--- src/rtl/uart_lcr_guard.sv ---
module uart_lcr_guard #(
  parameter int          ADDR_W          = 8,
  parameter int          ADDR_SHIFT      = 2,
  parameter int          FIFO_DEPTH      = 64,
  parameter bit          HAS_EXTRAS      = 1'b1,
  parameter bit          HAS_AUTOFLOW    = 1'b1,
  parameter bit          HAS_THRE_MODE   = 1'b1,
  parameter bit          HAS_IRDA        = 1'b0,
  parameter bit          HAS_IRDA_LP     = 1'b0,
  parameter bit          HAS_FIFO_ACCESS = 1'b0,
  parameter bit          HAS_FIFO_STATUS = 1'b1,
  parameter bit          HAS_SHADOW      = 1'b1,
  parameter bit          HAS_ENC_PARAMS  = 1'b1,
  parameter bit          HAS_DMA_EXTRA   = 1'b1,
  parameter logic [1:0]  BUS_CODE        = 2'd2,
  parameter logic [31:0] VERSION         = 32'h3430_312a
) (
  input  logic              clk,
  input  logic              rst_n,
  input  logic [ADDR_W-1:0] addr,
  input  logic              wr_en,
  input  logic              rd_en,
  input  logic [31:0]       wdata,
  output logic [31:0]       rdata,
  input  logic              busy,
  input  logic              rx_avail,
  input  logic              tx_empty,
  input  logic [7:0]        rx_byte,
  input  logic [3:0]        modem_in,
  output logic              tx_push,
  output logic [7:0]        tx_data,
  output logic              rx_pop,
  output logic              fifo_clr,
  output logic              irq
);

  localparam logic [ADDR_W-1:0] LANE_MASK = ADDR_W'((1 << ADDR_SHIFT) - 1);
  localparam logic [ADDR_W-1:0] CAP_ADDR  = ADDR_W'(8'hf4);
  localparam logic [ADDR_W-1:0] VER_ADDR  = ADDR_W'(8'hf8);
  localparam logic [7:0]        FIFO_CODE = 8'(FIFO_DEPTH / 16);
  localparam logic [31:0] CAP_RAW = {8'h00, FIFO_CODE, 2'b00,
                                     HAS_DMA_EXTRA, HAS_ENC_PARAMS, HAS_SHADOW,
                                     HAS_FIFO_STATUS, HAS_FIFO_ACCESS, HAS_EXTRAS,
                                     HAS_IRDA_LP, HAS_IRDA, HAS_THRE_MODE,
                                     HAS_AUTOFLOW, 2'b00, BUS_CODE};
  localparam logic [31:0] CAP_WORD = HAS_EXTRAS ? CAP_RAW : 32'h0;
  localparam logic [31:0] VER_WORD = HAS_EXTRAS ? VERSION : 32'h0;
  localparam bit          FIFO_OK  = FIFO_DEPTH > 0;

  logic              aligned;
  logic [ADDR_W-1:0] idx;
  logic [7:0]        sel;
  logic              sel_usr;

  assign aligned = (addr & LANE_MASK) == '0;
  assign idx     = addr >> ADDR_SHIFT;
  assign sel_usr = aligned && idx == ADDR_W'(31);

  always_comb
    for (int i = 0; i < 8; i++) sel[i] = aligned && idx == ADDR_W'(i);

  logic [7:0] lcr_q, scr_q;
  logic [5:0] mcr_q;
  logic [1:0] ier_q;
  logic       fifo_en_q;
  logic       busy_det_q;
  logic [3:0] mdm_q, dlt_q;

  logic lcr_wr, usr_rd, msr_rd;
  assign lcr_wr = wr_en && sel[3];
  assign usr_rd = rd_en && sel_usr;
  assign msr_rd = rd_en && sel[6];

  assign tx_push  = wr_en && sel[0];
  assign tx_data  = wdata[7:0];
  assign rx_pop   = rd_en && sel[0];
  assign fifo_clr = wr_en && sel[2] && (wdata[1] || wdata[2]);

  logic [3:0] dlt_evt;
  assign dlt_evt = {modem_in[3] ^ mdm_q[3],
                    mdm_q[2] & ~modem_in[2],
                    modem_in[1] ^ mdm_q[1],
                    modem_in[0] ^ mdm_q[0]};

  always_ff @(posedge clk or negedge rst_n) begin
    if (!rst_n) begin
      lcr_q      <= 8'h00;
      scr_q      <= 8'h00;
      mcr_q      <= 6'h00;
      ier_q      <= 2'b00;
      fifo_en_q  <= 1'b0;
      busy_det_q <= 1'b0;
      mdm_q      <= 4'h0;
      dlt_q      <= 4'h0;
    end else begin
      if (lcr_wr && !busy)        lcr_q     <= wdata[7:0];
      if (wr_en && sel[1])        ier_q     <= wdata[1:0];
      if (wr_en && sel[2])        fifo_en_q <= wdata[0];
      if (wr_en && sel[4])        mcr_q     <= wdata[5:0];
      if (wr_en && sel[7])        scr_q     <= wdata[7:0];
      busy_det_q <= (lcr_wr && busy) || (busy_det_q && !usr_rd);
      mdm_q      <= modem_in;
      dlt_q      <= (msr_rd ? 4'h0 : dlt_q) | dlt_evt;
    end
  end

  logic [3:0] iid;
  always_comb begin
    if (ier_q[0] && rx_avail)      iid = 4'h4;
    else if (ier_q[1] && tx_empty) iid = 4'h2;
    else if (busy_det_q)           iid = 4'h7;
    else                           iid = 4'h1;
  end
  assign irq = iid != 4'h1;

  logic afe;
  logic [7:0] msr;
  assign afe = HAS_AUTOFLOW && mcr_q[5];
  assign msr = {mdm_q[3], mdm_q[2], mdm_q[1], afe | mdm_q[0],
                dlt_q[3], dlt_q[2], dlt_q[1], dlt_q[0] & ~afe};

  logic [7:0] lsr;
  assign lsr = {1'b0, tx_empty & ~busy, tx_empty, 4'b0000, rx_avail};

  logic [31:0] rd_val;
  always_comb begin
    rd_val = 32'h0;
    if (addr == CAP_ADDR)      rd_val = CAP_WORD;
    else if (addr == VER_ADDR) rd_val = VER_WORD;
    else if (sel_usr)          rd_val = {31'h0, busy};
    else if (sel[0])           rd_val = {24'h0, rx_byte};
    else if (sel[1])           rd_val = {30'h0, ier_q};
    else if (sel[2])           rd_val = {24'h0, {2{fifo_en_q & FIFO_OK}}, 2'b00, iid};
    else if (sel[3])           rd_val = {24'h0, lcr_q};
    else if (sel[4])           rd_val = {26'h0, mcr_q};
    else if (sel[5])           rd_val = {24'h0, lsr};
    else if (sel[6])           rd_val = {24'h0, msr};
    else if (sel[7])           rd_val = {24'h0, scr_q};
  end

  always_ff @(posedge clk or negedge rst_n) begin
    if (!rst_n)     rdata <= 32'h0;
    else if (rd_en) rdata <= rd_val;
  end

endmodule

--- config.mk ---
export PLATFORM = sky130hd
export DESIGN_NAME = uart_lcr_guard
export DESIGN_NICKNAME = d
export VERILOG_FILES = /design/src/rtl/uart_lcr_guard.sv
export SDC_FILE = /design/constraint.sdc
export NUM_CORES = 1
export LEC_CHECK = 0
export ABC_AREA = 1
export ABC_CLOCK_PERIOD_IN_PS = 1200
export BUFFER_PORTS_ARGS = -buffer_cell sky130_fd_sc_hd__clkbuf_2
export CORE_UTILIZATION = 49
export DETAILED_ROUTE_END_ITERATION = 8
export PLACE_DENSITY_LB_ADDON = 0.25
export SYNTH_ARGS = -nofsm -noshare
export SYNTH_HDL_FRONTEND = slang
export SYNTH_SLANG_ARGS = --single-unit
--- constraint.sdc ---
create_clock -name clk -period 1.2 [get_ports clk]
set_input_delay 0.18 -clock clk [delete_from_list [all_inputs] [get_ports clk]]
set_output_delay 0.18 -clock clk [all_outputs]
set_load 0.1 [all_outputs]
==> results of run 1 <==
## placed cells by master, fill, tap and decap left out, types with 3 or more instances in the layout
cell	synthesis	routed
a21oi_1	8	6
buf_12	0	31
buf_4	30	51
clkbuf_2	0	30
clkbuf_8	0	7
conb_1	1	13
dfrtp_1	45	40
dfrtp_4	0	3
inv_1	26	22
inv_2	4	5
inv_4	2	4
nand2_1	102	92
nand2_2	6	14
nand2_4	3	3
nand3_1	16	13
nand3_4	1	4
nand4_1	3	3
nor2_1	12	8
nor2_4	4	13
o21ai_0	9	7
o21ai_1	31	32
xnor2_1	3	3
## stage by stage
stage / worst slack [ns] / setup TNS (ns) / util
finish: -0.1349 / -1.025 / 0.7928
global route: -0.1611 / -2.301 / 0.7928
CTS: -0.06784 / -0.5054 / 0.7641
detailed placement: -0.3102 / -8.613 / 0.7128
global placement: -0.2825 / -7.198 / 0.7128
floorplan: -0.2540 / -0.6335 / -
## worst register-to-register path: stages (launching register included)
cell	delay [ns]
dfrtp_1	0.41
nand2_2	0.11
buf_4	0.14
nand2_1	0.07
a31oi_1	0.25
a21boi_1	0.10
o21ai_1	0.11
## synth_stat cells (4+ instances only)
| cell | n |
|---|---|
| inv_2 | 4 |
| nand2_1 | 102 |
| nor2_2 | 7 |
| buf_4 | 30 |
| nand2_2 | 6 |
| o21ai_1 | 31 |
| nor2_1 | 12 |
| a21oi_1 | 8 |
| dfrtp_1 | 45 |
| nand3_1 | 16 |
| nor2_4 | 4 |
| o21ai_0 | 9 |
| inv_1 | 26 |
## cell type report
cell class                 instances  share of cell area
tap                               70             0.02149
clock buffer                       7             0.01873
clock inverter                     1            0.001842
timing repair buffer             120              0.3126
inverter                          34             0.04114
sequential                        45              0.2797
multi-input combinational        233              0.3245
## sequential cells by signal, summed over array words and instances (netlist names)
name        cells
mdm_q           4
fifo_en_q       1
busy_det_q      1
scr_q           8
dlt_q           4
rdata          11
mcr_q           6
lcr_q           8
ier_q           2
## what timing repair did
| action | in CTS | in global routing |
|---|---|---|
| resized for setup | 13 | 31 |
| hold buffers | 2 | 0 |
| endpoints found under the hold margin | 46 | 0 |
| setup buffers | 12 | 5 |
| pin swaps | 14 | 10 |
| endpoints found under the setup margin | 15 | 37 |
## power by group
group	leakage, nW	switching [mW]	internal, mW
Combinational	1.42	0.677	0.309
Sequential	0.584	0.0438	1.57
Clock	0.0385	0.521	0.413
## kinds of logic after synthesis
group,share of synthesized area
and+or+nand+nor,0.2963
buffers and inverters,0.1484
AOI/OAI and AO/OA,0.1145
DFF,0.4294
xor gates and xnor gates,0.01002
other,0.001430
## worst max-delay path by stage
stage / from / end / cells past startpoint
2_1_floorplan: addr[1] / fifo_clr / 5
3_3_place_gp: addr[1] / rdata[5]$_DFFE_PN0P_ / 13
3_5_place_dp: addr[1] / rdata[5]$_DFFE_PN0P_ / 13
4_1_cts: addr[0] / fifo_clr / 7
5_1_grt: addr[1] / fifo_clr / 7
6_report: addr[1] / rdata[0]$_DFFE_PN0P_ / 13
## per-layer routing
layer | part of all wire | global-route usage | up-vias
met3 | 0.061 | 0.06426 | 30
met4 | 0.035 | 0.1193 | 0
li1 | - | - | 1242
met1 | 0.40 | 0.3422 | 1241
met2 | 0.50 | 0.5015 | 138
met5 | 0 | 0 | -
==> impl_metrics.py, run 1 <==
metrics = {
    "grt": {
        "grt-ovfl-total": 0,
        "grt_pass1_vias": 2499,
        "grt_usage": 0.2869,
        "antenna_found_initial": 0,
        "grt_pass1_wl_um": 11740,
        "grt_max_degree": 26,
    },
    "clocking": {
        "clk_pin_slew_worst_paths_ns": 0.08,
        "clkLatencyLatePin_ns": 0.30,
        "cts_buffers": 5,
        "h-tree-depth": 2,
        "cts.path.max_buffers": 2,
        "cts-root-buf": "clkbuf_8",
        "cts_tree": "yes",
        "clkSinkCount": 45,
    },
    "placed_design": {
        "io_buffers": 65,
        "place_congestion": 0.9063,
        "placed_cell_area_um2": 3664,
        "place_inst": 483,
        "hpwl_um": 5625,
    },
    "die": {
        "die_h_um": 75.16,
        "rows": 26,
        "core_area_um2": 5140,
        "die_area_um2": 5648,
        "ioPinCount": 103,
        "start_util": 0.5102,
        "die_x_um": 75.16,
    },
    "timing": {
        "setup_viol": 26,
        "fin_hold_ws_ns": 0.01311,
        "grt_setup_unrepaired": "yes",
        "fin_crit_sh": 1.112,
        "fin_worst_skew_ns": 0.003558,
        "fmaxAchievable_mhz": 749.1,
        "finalMaxSlewViolations": 0,
        "finalCriticalPeriod_ns": 1.335,
        "hold_viol": 0,
        "setup_ws_ns": -0.1349,
    },
    "min_path": {
        "holdPathEnd": "mdm_q[0]$_DFF_PN0_",
        "hold_path_class": "input pin to flip-flop",
        "min_delay_path_depth": 1,
        "worstHoldStart": "modem_in[0]",
    },
    "outcome": {
        "failed_checks": "setup timing",
        "status": "finished with violations",
    },
    "final_layout": {
        "antenna-diode-count": 0,
        "syn2layout_area_growth_pct": 55.39,
        "fillers": 340,
        "nNetsFinal": 498,
        "drive_above_1_share": 0.4227,
        "fin_area_um2": 4075,
        "instances_no_fill": 510,
        "multi_input_area_um2": 1323,
        "register_area_um2": 1140,
    },
    "synth": {
        "synth_top_area_share": 0.4294,
        "avgSynthCellArea_um2": 7.852,
        "yosys.cell_types.count": 35,
        "synth_top_area_cell": "dfrtp_1",
        "synth.area.top_cells": "dfrtp_1 (43%), nand2_1 (15%), buf_4 (8.6%)",
        "netlist_instances": 334,
        "async_reset_ff_frac": 1.000,
        "yosysWarnings": 0,
        "syn_area_um2": 2623,
        "synth-seq-cells": 45,
        "synth_top_flop_cell": "dfrtp_1",
        "yosysSeqAreaShare": 0.4294,
        "synth_edf_count": 0,
    },
    "worst_setup_path": {
        "critPathArrivalTime_ns": 1.53,
        "critPathTopFamily": "simple AND/OR/NAND/NOR gates",
        "rr_startpoint": "ier_q[1]$_DFFE_PN0P_",
        "rrSetupSlack_ns": -0.06,
        "cpMostUsedCell": "nor2_4",
        "crit_chain": "clkbuf_16, nor2_4, buf_4, buf_6, nand2_2, nor2_4, inv_2, nor2_4, nor2_1, o21ai_1, a21oi_1, nand2_1, nand2_1",
        "critPathKind": "input pin to flip-flop",
        "required_ns": 1.39,
        "critPathMaxFanout": 3,
        "critPathMaxStageDelay_ns": 0.14,
        "regToRegEndpoint": "rdata[2]$_DFFE_PN0P_",
        "cp-end-kind": "flip-flop",
        "crit_slowest_cell": "clkbuf_16",
        "path_buf_inv": 4,
        "ff2ff_path_depth": 6,
        "cp-start-kind": "input pin",
    },
    "flow_run": {
        "max_cap_viol_count": 0,
    },
    "power_and_ir_drop": {
        "vdd_drop_max_mv": 0.6897,
        "power_mw": 3.530,
        "leakage_nw": 2.046,
        "power_density_nw_per_um2": 866.3,
    },
    "route": {
        "post_drt_wl_per_cell_um": 15.72,
        "num_vias": 2651,
        "drt-total-wl_um": 8016,
        "antenna_left": 0,
        "first_pass_iters": 5,
        "drt_iter0_drc": 199,
        "route.detailed.drc": 0,
        "routed_via_density": 5.198,
    },
}
Power figures use the tool's default switching activity.
==> run 2, diff against run 1 <==
--- a/config.mk
+++ b/config.mk
@@ -6,9 +6,9 @@
 export NUM_CORES = 1
 export LEC_CHECK = 0
 export ABC_AREA = 1
-export ABC_CLOCK_PERIOD_IN_PS = 1200
+export ABC_CLOCK_PERIOD_IN_PS = 1150
 export BUFFER_PORTS_ARGS = -buffer_cell sky130_fd_sc_hd__clkbuf_2
-export CORE_UTILIZATION = 49
+export CORE_UTILIZATION = 44
 export DETAILED_ROUTE_END_ITERATION = 8
 export PLACE_DENSITY_LB_ADDON = 0.25
 export SYNTH_ARGS = -nofsm -noshare
==> constraint.sdc (replaced) <==
create_clock -name clk -period 1.15 [get_ports clk]
set_input_delay 0.1725 -clock clk [delete_from_list [all_inputs] [get_ports clk]]
set_output_delay 0.1725 -clock clk [all_outputs]
set_load 0.1 [all_outputs]
==> run 2 against run 1 <==
The run still ends with setup timing left. Register-to-register slack improved by 0.07 ns. Non-clock buffer count increased by 3. Flip-flop and latch count unchanged. Sequential share of layout area decreased by 0.20 points. Critical path depth decreased by 6. Via count decreased by 3.4%. Global-route usage decreased by 4.4 points. Clock skew increased by 0.0097 ns. Count of clock-buffer cells in the layout unchanged. Core utilization decreased by 6.1 points. Routed wire length decreased by 10%. Largest cell class is now non-clock buffers. Largest power group unchanged. Highest routed layer unchanged.
==> impl_metrics.py, run 2 (synthesis results as in run 1) <==
metrics = {
    "grt": {
        "grt_pass1_vias": 2453,
        "grt_max_degree": 46,
        "grt_pass1_wl_um": 11590,
        "grt_usage": 0.2431,
        "grt-ovfl-total": 0,
        "antenna_found_initial": 0,
    },
    "power_and_ir_drop": {
        "power_mw": 3.760,
        "p_int_mw": 2.461,
        "p_seq_frac": 0.447,
        "power.share.combinational": 0.273,
        "switching_share": 0.3454,
        "p_sw_mw": 1.299,
        "vdd_drop_max_mv": 0.6469,
        "clkPwrFrac": 0.280,
        "leakage_nw": 2.066,
        "power_density_nw_per_um2": 910.1,
    },
    "route": {
        "post_drt_wl_per_cell_um": 14.02,
        "routed_via_density": 4.973,
        "drt_iter0_drc": 152,
        "antenna_left": 0,
        "route.detailed.drc": 0,
        "drt-total-wl_um": 7218,
        "num_vias": 2561,
        "first_pass_iters": 4,
    },
    "die": {
        "die_h_um": 79.20,
        "die_area_um2": 6273,
        "core_area_um2": 5642,
        "ioPinCount": 103,
        "rows": 27,
        "start_util": 0.4648,
        "die_x_um": 79.20,
    },
    "final_layout": {
        "final_cell_mix": "nand2_1 (95), buf_4 (46), dfrtp_1 (34), buf_12 (32), o21ai_1 (30)",
        "nNetsFinal": 501,
        "reg_top3": "rdata: 11 flops, lcr_q: 8 flops, scr_q: 8 flops",
        "regMostFlops": "rdata",
        "mostFrequentLayoutCell": "nand2_1",
        "register_area_um2": 1147,
        "drive_above_1_share": 0.4357,
        "fillers": 413,
        "instances_no_fill": 515,
        "syn2layout_area_growth_pct": 57.54,
        "final_util": 0.7323,
        "fin_area_um2": 4131,
        "multi_input_area_um2": 1305,
        "largest_register_ffs": 11,
        "antenna-diode-count": 0,
    },
    "timing": {
        "setup_ws_ns": -0.1098,
        "fin_hold_ws_ns": 0.1559,
        "grt_setup_unrepaired": "yes",
        "finalMaxSlewViolations": 0,
        "hold_viol": 0,
        "fin_worst_skew_ns": 0.01328,
        "finalCriticalPeriod_ns": 1.260,
        "setup_viol": 18,
        "fin_tns_setup_ns": -1.181,
        "fin_crit_sh": 1.095,
        "fmaxAchievable_mhz": 793.8,
    },
    "placed_design": {
        "place_congestion": 0.9049,
        "hpwl_um": 5470,
        "pre_cts_ws_ns": -0.3547,
        "place_inst": 484,
        "io_buffers": 65,
        "placed_cell_area_um2": 3679,
    },
    "worst_setup_path": {
        "cp-start-kind": "input pin",
        "required_ns": 0.98,
        "critPathArrivalTime_ns": 1.09,
        "critPathMaxFanout": 2,
        "cp-end-kind": "output port",
        "critPathKind": "input pin to output port",
    },
    "clocking": {
        "clkSinkCount": 45,
        "cts-root-buf": "clkbuf_8",
        "cts_tree": "yes",
        "clk_pin_slew_worst_paths_ns": 0.08,
        "h-tree-depth": 2,
        "cts_buffers": 5,
        "clkLatencyLatePin_ns": 0.31,
        "cts.path.max_buffers": 2,
    },
    "min_path": {
        "hold_path_class": "input pin to flip-flop",
    },
    "outcome": {
        "status": "finished with violations",
        "failed_checks": "setup timing",
    },
    "flow_run": {
        "max_cap_viol_count": 0,
    },
}
-- run 2: cell type report --
type,instances,share of cell area
Clock buffer,7,0.02090
Clock inverter,1,0.001817
Inverter,34,0.03876
Multi-Input combinational cell,233,0.3159
Sequential cell,45,0.2777
Tap cell,72,0.02180
Timing Repair Buffer,123,0.3231
-- run 2: repair_timing --
action	4_1_cts	5_1_grt
setup buffers	12	6
pin swaps	12	13
endpoints found under the hold margin	49	0
hold buffers	5	0
endpoints found under the setup margin	17	35
resized for setup	15	33
-- run 2: per-layer routing --
layer | global-route usage | vias up | wire length [um]
li1 | - | 1246 | -
met1 | 0.3056 | 1190 | 3115
met2 | 0.4190 | 109 | 3507
met3 | 0.03678 | 16 | 435
met4 | 0.09273 | 0 | 160
met5 | 0 | - | 0
-- run 2: worst max-delay path, stage by stage --
cell and delay, ns:
clkbuf_16 0.14, nor2_4 0.13, nand3_4 0.09, nor2_4 0.12, nand2_2 0.09, a21oi_4 0.15, buf_12 0.19
-- run 2: power groups by stage --
stage / Clock [mW] / Combinational [mW] / Sequential [mW]
floorplan: 0 / 0.598 / 1.74
global placement: 0 / 0.927 / 1.71
detailed placement: 0 / 0.937 / 1.71
CTS: 1.05 / 0.998 / 1.68
global route: 1.11 / 1.08 / 1.69
finish: 1.05 / 1.03 / 1.68
-- run 2: final timing paths --
check	from	endpoint	slack, ns	depth (start not counted)
hold / removal	wdata[7]	scr_q[7]$_DFFE_PN0P_	0.16	3
max in group asynchronous	rst_n	rdata[6]$_DFFE_PN0P_	0.54	3
hold reg to reg	scr_q[2]$_DFFE_PN0P_	scr_q[2]$_DFFE_PN0P_	0.49	2
min in group asynchronous	rst_n	rdata[28]$_DFFE_PN0P_	0.37	3
setup reg to reg	mdm_q[0]$_DFF_PN0_	rdata[4]$_DFFE_PN0P_	0.01	6
setup / recovery	addr[0]	fifo_clr	-0.11	7
